$ cat config.mk
export PLATFORM = sky130hd
export DESIGN_NAME = bkend_rst_seq
export DESIGN_NICKNAME = d
export VERILOG_FILES = /design/src/rtl/bkrs_pkg.sv /design/src/rtl/bkrs_sync.sv /design/src/rtl/bkrs_delay_timer.sv /design/src/rtl/bkrs_pwm_monitor.sv /design/src/rtl/bkend_rst_seq.sv
export SDC_FILE = /design/constraint.sdc
export NUM_CORES = 1
export LEC_CHECK = 0
export ABC_AREA = 1
export BUFFER_PORTS_ARGS = -buffer_cell sky130_fd_sc_hd__clkbuf_2
export CAP_MARGIN = 20
export CORE_ASPECT_RATIO = 1.5
export CORE_MARGIN = 4
export CORE_UTILIZATION = 55
export DETAILED_ROUTE_END_ITERATION = 16
export PLACE_DENSITY = 0.75
export SLEW_MARGIN = 20
export SYNTH_ARGS = -nofsm -noshare
export SYNTH_HDL_FRONTEND = slang
export SYNTH_HIERARCHICAL = 1
export SYNTH_SLANG_ARGS = --single-unit
$ cat constraint.sdc
create_clock -name clk -period 1.7 [get_ports clk]
set_input_delay 0.51 -clock clk [delete_from_list [all_inputs] [get_ports clk]]
set_output_delay 0.51 -clock clk [all_outputs]
set_load 0.03 [all_outputs]
$ cat src/rtl/bkrs_pkg.sv
package bkrs_pkg;

    typedef enum logic [2:0] {
        SEQ_OFF,
        SEQ_CHARGE,
        SEQ_WAIT_PWM,
        SEQ_RUN,
        SEQ_STOP_RST,
        SEQ_STOP_PWM
    } seq_state_e;

    function automatic int unsigned ceil_div(input int unsigned num, input int unsigned den);
        return (num + den - 1) / den;
    endfunction

endpackage

$ cat src/rtl/bkrs_sync.sv
module bkrs_sync #(
    parameter int STAGES = 2
) (
    input  logic clk,
    input  logic rst_n,
    input  logic d,
    output logic q
);
    logic [STAGES-1:0] chain_q;

    for (genvar i = 0; i < STAGES; i++) begin : g_stage
        if (i == 0) begin : g_first
            always_ff @(posedge clk or negedge rst_n) begin
                if (!rst_n) chain_q[0] <= 1'b0;
                else        chain_q[0] <= d;
            end
        end else begin : g_next
            always_ff @(posedge clk or negedge rst_n) begin
                if (!rst_n) chain_q[i] <= 1'b0;
                else        chain_q[i] <= chain_q[i-1];
            end
        end
    end

    assign q = chain_q[STAGES-1];
endmodule

$ cat src/rtl/bkrs_delay_timer.sv
module bkrs_delay_timer #(
    parameter int CYCLES = 50000
) (
    input  logic clk,
    input  logic rst_n,
    input  logic run,
    output logic done
);
    localparam int W = (CYCLES < 2) ? 1 : $clog2(CYCLES + 1);
    localparam logic [W-1:0] LAST_C = W'(CYCLES - 1);

    logic [W-1:0] cnt_q;

    assign done = run && (cnt_q == LAST_C);

    always_ff @(posedge clk or negedge rst_n) begin
        if (!rst_n)      cnt_q <= '0;
        else if (!run)   cnt_q <= '0;
        else if (!done)  cnt_q <= cnt_q + 1'b1;
    end
endmodule

$ cat src/rtl/bkrs_pwm_monitor.sv
module bkrs_pwm_monitor #(
    parameter int PER_MIN     = 125,
    parameter int PER_MAX     = 142,
    parameter int TMO_CYC     = 568,
    parameter int GOOD_N      = 4,
    parameter int SYNC_STAGES = 2
) (
    input  logic clk,
    input  logic rst_n,
    input  logic clr,
    input  logic pwm_in,
    output logic stream_ok
);
    localparam int CNT_W = $clog2(TMO_CYC + 1);
    localparam int HI_W  = $clog2(PER_MAX + 2);
    localparam int GD_W  = $clog2(GOOD_N + 1);

    localparam logic [CNT_W-1:0] MIN_C  = CNT_W'(PER_MIN);
    localparam logic [CNT_W-1:0] MAX_C  = CNT_W'(PER_MAX);
    localparam logic [CNT_W-1:0] TMO_C  = CNT_W'(TMO_CYC);
    localparam logic [HI_W-1:0]  HIMX_C = HI_W'(PER_MAX);
    localparam logic [GD_W-1:0]  GOOD_C = GD_W'(GOOD_N);

    logic             pwm_s;
    logic             pwm_d;
    logic             rise;
    logic [CNT_W-1:0] per_q;
    logic [HI_W-1:0]  hi_q;
    logic [GD_W-1:0]  good_q;
    logic             in_win;
    logic             timeout;
    logic             stuck_hi;

    bkrs_sync #(.STAGES(SYNC_STAGES)) sync_i (
        .clk   (clk),
        .rst_n (rst_n),
        .d     (pwm_in),
        .q     (pwm_s)
    );

    assign rise     = pwm_s && !pwm_d;
    assign in_win   = (per_q >= MIN_C) && (per_q <= MAX_C);
    assign timeout  = (per_q >= TMO_C);
    assign stuck_hi = (hi_q > HIMX_C);

    // edge tracker and period counter; a cleared counter starts saturated
    // so the first edge after enable never counts as a good period
    always_ff @(posedge clk or negedge rst_n) begin
        if (!rst_n) begin
            pwm_d <= 1'b0;
            per_q <= TMO_C;
        end else begin
            pwm_d <= pwm_s;
            if (clr)          per_q <= TMO_C;
            else if (rise)    per_q <= CNT_W'(1);
            else if (!timeout) per_q <= per_q + 1'b1;
        end
    end

    // high-level run length
    always_ff @(posedge clk or negedge rst_n) begin
        if (!rst_n)              hi_q <= '0;
        else if (clr || !pwm_s)  hi_q <= '0;
        else if (!stuck_hi)      hi_q <= hi_q + 1'b1;
    end

    // consecutive good-period qualifier
    always_ff @(posedge clk or negedge rst_n) begin
        if (!rst_n) begin
            good_q <= '0;
        end else if (clr || timeout || stuck_hi) begin
            good_q <= '0;
        end else if (rise) begin
            if (!in_win)              good_q <= '0;
            else if (good_q != GOOD_C) good_q <= good_q + 1'b1;
        end
    end

    assign stream_ok = (good_q == GOOD_C);
endmodule

$ cat src/rtl/bkend_rst_seq.sv
module bkend_rst_seq
    import bkrs_pkg::*;
#(
    parameter int REF_HZ      = 50_000_000,
    parameter int F_MIN_HZ    = 350_000,
    parameter int F_MAX_HZ    = 400_000,
    parameter int CHARGE_CYC  = 50_000,
    parameter int TMO_PERIODS = 4,
    parameter int GOOD_PERIODS = 4,
    parameter int SYNC_STAGES = 2
) (
    input  logic clk,
    input  logic rst_n,
    input  logic gate_ok,
    input  logic mod_ready,
    input  logic pwr_down_req,
    input  logic pwm_in,
    output logic be_rst_n,
    output logic pwm_en
);
    localparam int PER_MIN = int'(ceil_div(REF_HZ, F_MAX_HZ));
    localparam int PER_MAX = REF_HZ / F_MIN_HZ;
    localparam int TMO_CYC = TMO_PERIODS * PER_MAX;

    seq_state_e state_q;
    seq_state_e state_d;
    logic       charge_done;
    logic       stream_ok;
    logic       rst_out_q;
    logic       en_out_q;

    bkrs_delay_timer #(.CYCLES(CHARGE_CYC)) charge_tmr_i (
        .clk   (clk),
        .rst_n (rst_n),
        .run   (state_q == SEQ_CHARGE),
        .done  (charge_done)
    );

    bkrs_pwm_monitor #(
        .PER_MIN     (PER_MIN),
        .PER_MAX     (PER_MAX),
        .TMO_CYC     (TMO_CYC),
        .GOOD_N      (GOOD_PERIODS),
        .SYNC_STAGES (SYNC_STAGES)
    ) mon_i (
        .clk       (clk),
        .rst_n     (rst_n),
        .clr       (!en_out_q),
        .pwm_in    (pwm_in),
        .stream_ok (stream_ok)
    );

    // state register
    always_ff @(posedge clk or negedge rst_n) begin
        if (!rst_n) state_q <= SEQ_OFF;
        else        state_q <= state_d;
    end

    // transitions
    always_comb begin
        state_d = state_q;
        unique case (state_q)
            SEQ_OFF: begin
                if (gate_ok && !pwr_down_req) state_d = SEQ_CHARGE;
            end
            SEQ_CHARGE: begin
                if (!gate_ok || pwr_down_req) state_d = SEQ_OFF;
                else if (charge_done)         state_d = SEQ_WAIT_PWM;
            end
            SEQ_WAIT_PWM: begin
                if (!gate_ok)                   state_d = SEQ_OFF;
                else if (pwr_down_req)          state_d = SEQ_STOP_PWM;
                else if (mod_ready && stream_ok) state_d = SEQ_RUN;
            end
            SEQ_RUN: begin
                if (!gate_ok || pwr_down_req)    state_d = SEQ_STOP_RST;
                else if (!mod_ready || !stream_ok) state_d = SEQ_WAIT_PWM;
            end
            SEQ_STOP_RST: state_d = SEQ_STOP_PWM;
            SEQ_STOP_PWM: state_d = SEQ_OFF;
            default:      state_d = SEQ_OFF;
        endcase
    end

    // registered outputs, decoded from the state being entered
    always_ff @(posedge clk or negedge rst_n) begin
        if (!rst_n) begin
            rst_out_q <= 1'b0;
            en_out_q  <= 1'b0;
        end else begin
            rst_out_q <= (state_d == SEQ_RUN);
            en_out_q  <= (state_d == SEQ_WAIT_PWM) || (state_d == SEQ_RUN) ||
                         (state_d == SEQ_STOP_RST);
        end
    end

    assign be_rst_n = rst_out_q;
    assign pwm_en   = en_out_q;
endmodule

# --- Word level (Yosys, flattened, before mapping) ---
# Index checks and enable logic that the tools add are counted.
op_classes:
  n_lt_le_gt_ge: 4
  n_addsub: 4
  n_reduce_logical: 22
  n_eq_ne: 14
  mux: 20
op_table:
  columns: ["operator", "count"]
  rows:
  - ["3-bit 2-to-1 mux", 12]
  - ["16-bit 2-to-1 mux", 2]
  - ["10-bit 2-to-1 mux", 3]
  - ["16-bit by 1-bit adder with 16-bit output (second input constant)", 1]
  - ["16-bit equality test (second input constant)", 1]
  - ["8-bit 2-to-1 mux", 2]
  - ["3-bit one-hot mux with 5 select lines", 1]
  - ["3-bit by 2-bit equality test with 1-bit output (second input constant)", 4]
  - ["10-bit by 1-bit adder with 10-bit output (second input constant)", 1]
  - ["10-bit >= comparator (second input constant)", 1]
  - ["10-bit by 7-bit >= comparator with 1-bit output (second input constant)", 1]
  - ["10-bit by 8-bit less-or-equal comparator with 1-bit output (second input constant)", 1]
  - ["3-bit equality test (second input constant)", 3]
  - ["8-bit by 1-bit adder with 8-bit output (second input constant)", 1]
  - ["8-bit greater-than comparator (second input constant)", 1]
  - ["1-bit logical NOT", 7]
  - ["1-bit logical OR", 7]
  - ["3-bit != test (second input constant)", 2]
  - ["1-bit logical AND", 5]
  - ["2-bit != test (second input constant)", 2]
  - ["3-bit by 1-bit adder with 3-bit output (second input constant)", 1]
  - ["3-bit by 1-bit equality test with 1-bit output (second input constant)", 1]
  - ["3-bit logical NOT", 1]
  - ["3-bit by 2-bit != test with 1-bit output (second input constant)", 1]
  - ["2 further kinds", 2]
totals:
  elab_cells: 74
  ff_bits: 45

# --- Depth between registers and ports, before layout ---
# Gate-level depths: netlist of run 1.
logic_depth:
  ltp_word: 9
  ltp_mapped: 11

# --- By module ---
# The synthesis of run 1 kept the hierarchy.
by_module_without_submodules:
  columns: ["mod", "area_per_inst_um2", "n_inst", "seq_area_each_um2", "cells_each"]
  rows:
  - ["bkrs_pwm_monitor", 1362.6, 1, 555.5, 177]
  - ["bkrs_delay_timer", 959.7, 1, 400.4, 142]
  - ["bkend_rst_seq", 271.5, 1, 125.1, 34]
  - ["bkrs_sync", 50.0, 1, 50.0, 2]

# --- Worst setup path before layout of run 1 ---
# OpenSTA, ideal clock, no wires.
synth_path:
  path_type: "register -> register"
  startpoint: "register state_q[2]"
  endpoint: "register rst_out_q, in the netlist be_rst_n"
  path_stages_with_launch: 7
  period_less_slack_ns: 1.642
  arrival_time_ns: 1.569
  setup_ns: 0.073
  path_slack_ns: 0.058
  cell_sequence: "dfrtp_1 > nor3_1 > inv_1 > nor3b_1 > nand3_1 > a21o_1 > a21oi_2"
synth_via:
  elab_chain_len: 6
synth_rtl:
  columns: ["element", "line_no", "rtl"]
  rows:
  - ["start, declared", "bkend_rst_seq.sv:25", "seq_state_e state_q;"]
  - ["start signal, assigned", "bkend_rst_seq.sv:56", "else state_q <= state_d;"]
  - ["3-bit by 1-bit equality test with 1-bit output", "bkend_rst_seq.sv:35", ".run (state_q == SEQ_CHARGE),"]
  - ["1-bit logical AND", "bkrs_delay_timer.sv:14", "assign done = run && (cnt_q == LAST_C);"]
  - ["via charge_done", "bkend_rst_seq.sv:27", "logic charge_done;"]
  - ["3-bit 2-to-1 mux", "bkend_rst_seq.sv:68", "else if (charge_done) state_d = SEQ_WAIT_PWM;"]
  - ["3-bit 2-to-1 mux", "bkend_rst_seq.sv:67", "if (!gate_ok || pwr_down_req) state_d = SEQ_OFF;"]
  - ["3-bit one-hot mux with 5 select lines", "bkend_rst_seq.sv:62", "unique case (state_q)"]
  - ["3-bit by 2-bit equality test with 1-bit output", "bkend_rst_seq.sv:91", "rst_out_q <= (state_d == SEQ_RUN);"]
  - ["end signal, assigned", "bkend_rst_seq.sv:91", null]
  - ["end, declared", "bkend_rst_seq.sv:29", "logic rst_out_q;"]
# The timed path passes the listed nets, and every way through them passes these cells.
# A chain may end at the register's enable or synchronous reset.

# --- Worst setup path after layout of run 1 ---
layout_path:
  startpoint: "register state_q[0]"
  endpoint: "register rst_out_q, in the netlist be_rst_n"
# Same word-level chain as after synthesis.

==> reports/metrics.csv, run 1 <==
stage,metric,value,unit
status,outcome,"finished, final reports clean",
drt,drc_errors,0,
power_and_ir_drop,p_sw_frac,0.208,
logic_synthesis,synth_warnings,6,
sta,max_freq,634,MHz
power_and_ir_drop,switchingPower,0.000403,W
global_routing,grt_usage,0.205,
logic_synthesis,synth_fp_nets,370,
critical_path,cp.arrival,1810,ps
critical_path,worst-path-buf-inv,2,
die,die-area,6000,um2
drt,drt_wl_total,5.43,mm
clock_network,clk_pin_slew,80,ps
clock_network,clock-root-buffer,clkbuf_8,
power_and_ir_drop,p_leak,1.34,nW
power_and_ir_drop,seq_power_share,0.561,
sta,fin_crit,1580,ps
layout,n_antenna_cell,0,
die,die_h,92.9,um
clock_network,cts_sinks,45,
global_routing,antenna_found_initial,0,
power_and_ir_drop,p_comb_frac,0.040,
flow_run,drv_cap,0,
layout,fin_util,0.642,
sta,finalSetupTns,0,ps
layout,layout-drive-gt1-share,0.138,
global_routing,grt_pass1_wl,9.65,mm
layout,nFillCells,448,
layout,final_nets,391,
die,fp.dieW,64.6,um
logic_synthesis,async_reset_ff_frac,1.00,
critical_path,cp-end-kind,flip-flop,
layout,layout_common_cells,"nand2_1, nor2_1, inv_1",
clock_network,cts_tree,built,
critical_path,critPathMaxStageDelay,430,ps
sta,worst_pin_slew,302,ps
critical_path,crit_fanout,5,
sta,finalSetupViolCount,0,
global_routing,grt_max_degree,46,
logic_synthesis,syn_inst,355,
sta,timing.final.crit_share,0.928,
power_and_ir_drop,p_per_area,657,nW/um2
clock_network,numCtsBuffers,5,
logic_synthesis,yosysUniqueCellTypes,30,
clock_network,h-tree-depth,2,
sta,relSlewSlack,0.798,
layout,stdcell_area,2940,um2
logic_synthesis,yosys_register_bits,45,
die,rows,30,
layout,area_growth,11.2,%
hold_path,hp-class,primary input to async pin,
logic_synthesis,synth-seq-area-share,0.428,
global_routing,overflow,0,
critical_path,start_kind,flip-flop,
drt,ant_nets,0,
placement,dpl_cell_area,2830,um2
clock_network,ctsResizeCount,0,
clock_network,cts-hold-fix-buffers,0,
layout,layout_commonest_cell,nand2_1,
placement,dp.final_hpwl,4.21,mm
clock_network,cts_setup_buffers,0,
drt,viasPerCell,5.23,
clock_network,cts_buffer_depth,2,
drt,drtPass1Iterations,4,
global_routing,grt_pass1_vias,2283,
placement,routabilityCongestion,0.873,
power_and_ir_drop,internal-power,0.00153,W
logic_synthesis,synth-edff-count,0,
die,initial_core_util,0.577,
critical_path,worstSetupPathType,flip-flop to flip-flop,
sta,hold_violations,0,
placement,numPortBuffers,7,
sta,skew,8.76,ps
critical_path,cp_top_family,simple AND/OR/NAND/NOR gates,
critical_path,worstPathCellList,inv_1 -> nor3_2 -> inv_1 -> nor3b_1 -> nand3_1 -> a21o_1 -> a21oi_2,
drt,wire_per_inst,12.3,um
critical_path,critPathSlowestCell,dfrtp_1,
drt,drt_iter0_markers,82,
die,ios,8,
drt,num_vias,2302,
die,coreArea,4580,um2
logic_synthesis,syn_avg_cell_area,7.45,um2
power_and_ir_drop,clkPwrFrac,0.400,
sta,maxSlewViolCount,0,
clock_network,clk-insertion-delay-late,300,ps
logic_synthesis,netlist_area,2640,um2
logic_synthesis,synthFlopType,dfrtp_1,
critical_path,required,1930,ps
power_and_ir_drop,ir_worst_vdd,0.627,mV
critical_path,crit_top_cell,inv_1,
## power by group through the flow
stage	Clock, W	Sequential, W	Combinational [W]
after global placement	0	0.00110	0.0000773
after global routing	0.000836	0.00108	0.0000891
after floorplan	0	0.00110	0.0000291
after detailed placement	0	0.00110	0.0000777
final	0.000772	0.00108	0.0000764
after CTS	0.000798	0.00108	0.0000778
## worst paths after layout
check,cells past startpoint,endpoint,from,slack (ps)
setup / recovery,7,be_rst_n,state_q[0],120
hold / removal,2,mon_i/per_q[2],rst_n,170
setup reg to reg,7,be_rst_n,state_q[0],120
hold reg to reg,0,mon_i/sync_i/q,mon_i/sync_i/chain_q[0],370
max in group asynchronous,2,mon_i/per_q[3],rst_n,1240
min in group clk,1,mon_i/sync_i/chain_q[0],pwm_in,320
## cells by family after synthesis
kind of cell,Yosys count,share of synthesized area
flops,45,0.428
fa+ha+maj,9,0.0426
simple gates,210,0.367
buf+inv,50,0.0710
xor+xnor,4,0.0132
compound gates,37,0.0786
## final cells by class
class                           instances  area [um2]  share of cell area
Inverter                               49         184              0.0626
Timing Repair Buffer                   15         108              0.0366
Clock inverter                          2        35.0              0.0119
Tap cell                               64        80.1              0.0272
Sequential cell                        45        1130               0.385
Clock buffer                            5        68.8              0.0234
Multi-Input combinational cell        260        1330               0.453
## per-stage QoR
step                      hold WS (ps)  setup WS (ps)  cells  total power, W
final                              170            123    440         0.00193
after global routing               190          -40.1    440         0.00201
after CTS                          184            104    440         0.00196
after detailed placement           354            117    433         0.00118
after global placement             353            150    433         0.00118
after floorplan                    214           57.5    355         0.00113
## sequential cells by signal, indices dropped and copies added (netlist names)
signal	flops
mon_i/per_q	10
mon_i/hi_q	8
mon_i/sync_i/q	1
mon_i/sync_i/chain_q	1
mon_i/pwm_d	1
mon_i/good_q	3
state_q	3
charge_tmr_i/cnt_q	16
pwm_en	1
be_rst_n	1
## cells in the mapped netlist (all sizes together), types with 3 or more instances
| library cell | number | area share |
|---|---|---|
| nor2 | 69 | 0.11 |
| nand4 | 13 | 0.031 |
| dfrtp | 41 | 0.39 |
| nor3 | 5 | 0.0095 |
| nand3 | 40 | 0.081 |
| ha | 9 | 0.043 |
| o21ai | 13 | 0.025 |
| nand2 | 78 | 0.12 |
| dfstp | 4 | 0.040 |
| a21oi | 15 | 0.030 |
| xor2 | 4 | 0.013 |
| a31oi | 3 | 0.0071 |
| inv | 49 | 0.070 |
## per-layer routing
layer / vias to the layer above / GRT usage / part of all wire
li1: 1187 / - / -
met1: 1076 / 0.215 / 0.40
met2: 26 / 0.389 / 0.55
met4: 0 / 0.0811 / 0.024
met3: 13 / 0.0413 / 0.023
met5: - / 0 / 0
Note: power is estimated with default switching activity, not from simulation.
==> inputs of run 2 (changes only) <==
==> constraint.sdc (replaced) <==
create_clock -name clk -period 1.3 [get_ports clk]
set_input_delay 0.39 -clock clk [delete_from_list [all_inputs] [get_ports clk]]
set_output_delay 0.39 -clock clk [all_outputs]
set_load 0.03 [all_outputs]
==> run 2 against run 1 <==
Net effect:
- the run now ends with negative setup slack left
- sequential share of layout area is 8.9 points lower
- utilization is 19 points higher
- die area stayed put
- worst hold slack worse by 120 ps
- worst setup slack worse by 330 ps
- global-route usage is 3.7 points higher
- sequential cell count stayed put
- register-to-register slack worse by 330 ps
- via count is 15% higher
- non-clock buffer count is 52 higher
- wire length is 35% higher
- critical path type unchanged
==> reports/metrics.csv, run 2 (same netlist as run 1, synthesis figures left out) <==
stage,metric,value,unit
sta,fin_crit,1510,ps
layout,layout-drive-gt1-share,0.436,
layout,nFillCells,272,
sta,max_freq,663,MHz
critical_path,worstSetupPathType,flip-flop to flip-flop,
sta,fin_hold_ws,49.3,ps
die,fp.dieW,64.6,um
drt,viasPerCell,5.36,
critical_path,critPathMaxStageDelay,600,ps
sta,skew,9.51,ps
critical_path,start_kind,flip-flop,
layout,fin_util,0.837,
layout,top_regs,"charge_tmr_i/cnt_q (16), mon_i/per_q (10), mon_i/hi_q (8)",
clock_network,clk-insertion-delay-late,300,ps
layout,area_growth,44.9,%
critical_path,worst-path-buf-inv,0,
hold_path,hp-class,primary input to async pin,
drt,ant_nets,0,
critical_path,required,1500,ps
power_and_ir_drop,ir_worst_vdd,0.792,mV
die,rows,30,
drt,drt_wl_total,7.33,mm
critical_path,crit_fanout,5,
flow_run,drv_cap,0,
layout,final_nets,443,
critical_path,cp_top_family,simple AND/OR/NAND/NOR gates,
sta,grt_setup_unrepaired,yes,
status,outcome,"finished, violations left",
die,coreArea,4580,um2
sta,hold_violations,0,
die,die-area,6000,um2
power_and_ir_drop,p_leak,1.73,nW
die,die_h,92.9,um
layout,largest-register,charge_tmr_i/cnt_q,
global_routing,grt_pass1_wl,11.4,mm
drt,num_vias,2644,
drt,wire_per_inst,14.9,um
global_routing,grt_max_degree,46,
die,initial_core_util,0.577,
clock_network,cts_buffer_depth,2,
drt,drc_errors,0,
critical_path,cp.arrival,1710,ps
clock_network,h-tree-depth,2,
global_routing,grt_pass1_vias,2686,
clock_network,cts_tree,built,
global_routing,antenna_found_initial,0,
drt,drtPass1Iterations,4,
clock_network,numCtsBuffers,5,
placement,dpl_cell_area,3180,um2
sta,timing.final.crit_share,1.16,
placement,dp.final_hpwl,4.67,mm
layout,layout_common_cells,"nand2_1, buf_4, nor2_1",
sta,maxSlewViolCount,0,
layout,n_antenna_cell,0,
sta,finalSetupViolCount,27,
placement,routabilityCongestion,0.934,
layout,stdcell_area,3830,um2
power_and_ir_drop,p_per_area,731,nW/um2
placement,numPortBuffers,7,
sta,relSlewSlack,0.781,
status,violations,negative setup slack,
clock_network,clock-root-buffer,clkbuf_8,
layout,largest_reg_flops,16,
critical_path,worstPathCellList,nand2_2 -> nor2_4 -> nand3_2 -> nand2_4 -> nand3_2 -> nor2_2 -> nor2_2 -> nand2_1 -> nand2_1,
critical_path,critPathSlowestCell,dfstp_2,
clock_network,cts_sinks,45,
drt,drt_iter0_markers,165,
die,ios,8,
global_routing,grt_usage,0.242,
critical_path,cp-end-kind,flip-flop,
layout,layout_commonest_cell,nand2_1,
sta,worst_pin_slew,327,ps
global_routing,overflow,0,
sta,timing.final.ws_setup,-208,ps
clock_network,clk_pin_slew,90,ps
run 2: path summary, 6_finish.rpt:
kind | startpoint | end | slack, ps | depth (start not counted)
worst max-delay path | mon_i/per_q[3] | mon_i/good_q[0] | -210 | 9
worst min-delay path | rst_n | mon_i/per_q[2] | 50 | 2
worst max register to register | mon_i/per_q[3] | mon_i/good_q[0] | -210 | 9
worst min register to register | mon_i/sync_i/chain_q[0] | mon_i/sync_i/q | 350 | 0
max in group asynchronous | rst_n | mon_i/per_q[9] | 970 | 2
min in group clk | pwm_in | mon_i/sync_i/chain_q[0] | 200 | 1
run 2: area by class of cell:
class	count	area, um2	area share
Multi-Input combinational cell	260	1760	0.460
Sequential cell	45	1130	0.296
Timing Repair Buffer	67	528	0.138
Inverter	49	191	0.0500
Tap cell	64	80.1	0.0209
Clock buffer	5	68.8	0.0180
Clock inverter	3	65.1	0.0170
run 2: per-layer routing:
layer,share of wire,track usage
met3,0.028,0.0328
met4,0.038,0.0917
met2,0.56,0.473
met1,0.38,0.254
met5,0,0
run 2: through the flow:
stage	setup slack, ps	total power, W	setup TNS, ps	std cells
detailed placement	-193	0.00156	-1580	473
CTS	-167	0.00280	-1260	485
finish	-208	0.00280	-3100	493
floorplan	-80.3	0.00149	-214	355
global route	-324	0.00288	-5680	493
global placement	-88.6	0.00156	-681	473
run 2: what timing repair did:
item | CTS | global route
buffers inserted | 4 | 9
hold buffers | 0 | 0
setup endpoints to repair | 26 | 37
pin swaps | 17 | 35
gates resized for setup | 34 | 80
run 2: worst register-to-register path, stage by stage (launching register included):
cell and delay (ps):
dfstp_2 600, nand2_2 100, nor2_4 110, nand3_2 100, nand2_4 90, nand3_2 80, nor2_2 140, nor2_2 60
nand2_1 70, nand2_1 50
run 2: report_power, final:
part           switching, W  internal (W)  total [W]
clock              0.000500      0.000764    0.00126
combinational     0.0000777     0.0000422   0.000120
sequential       0.00000699       0.00141    0.00142
total              0.000585       0.00221    0.00280
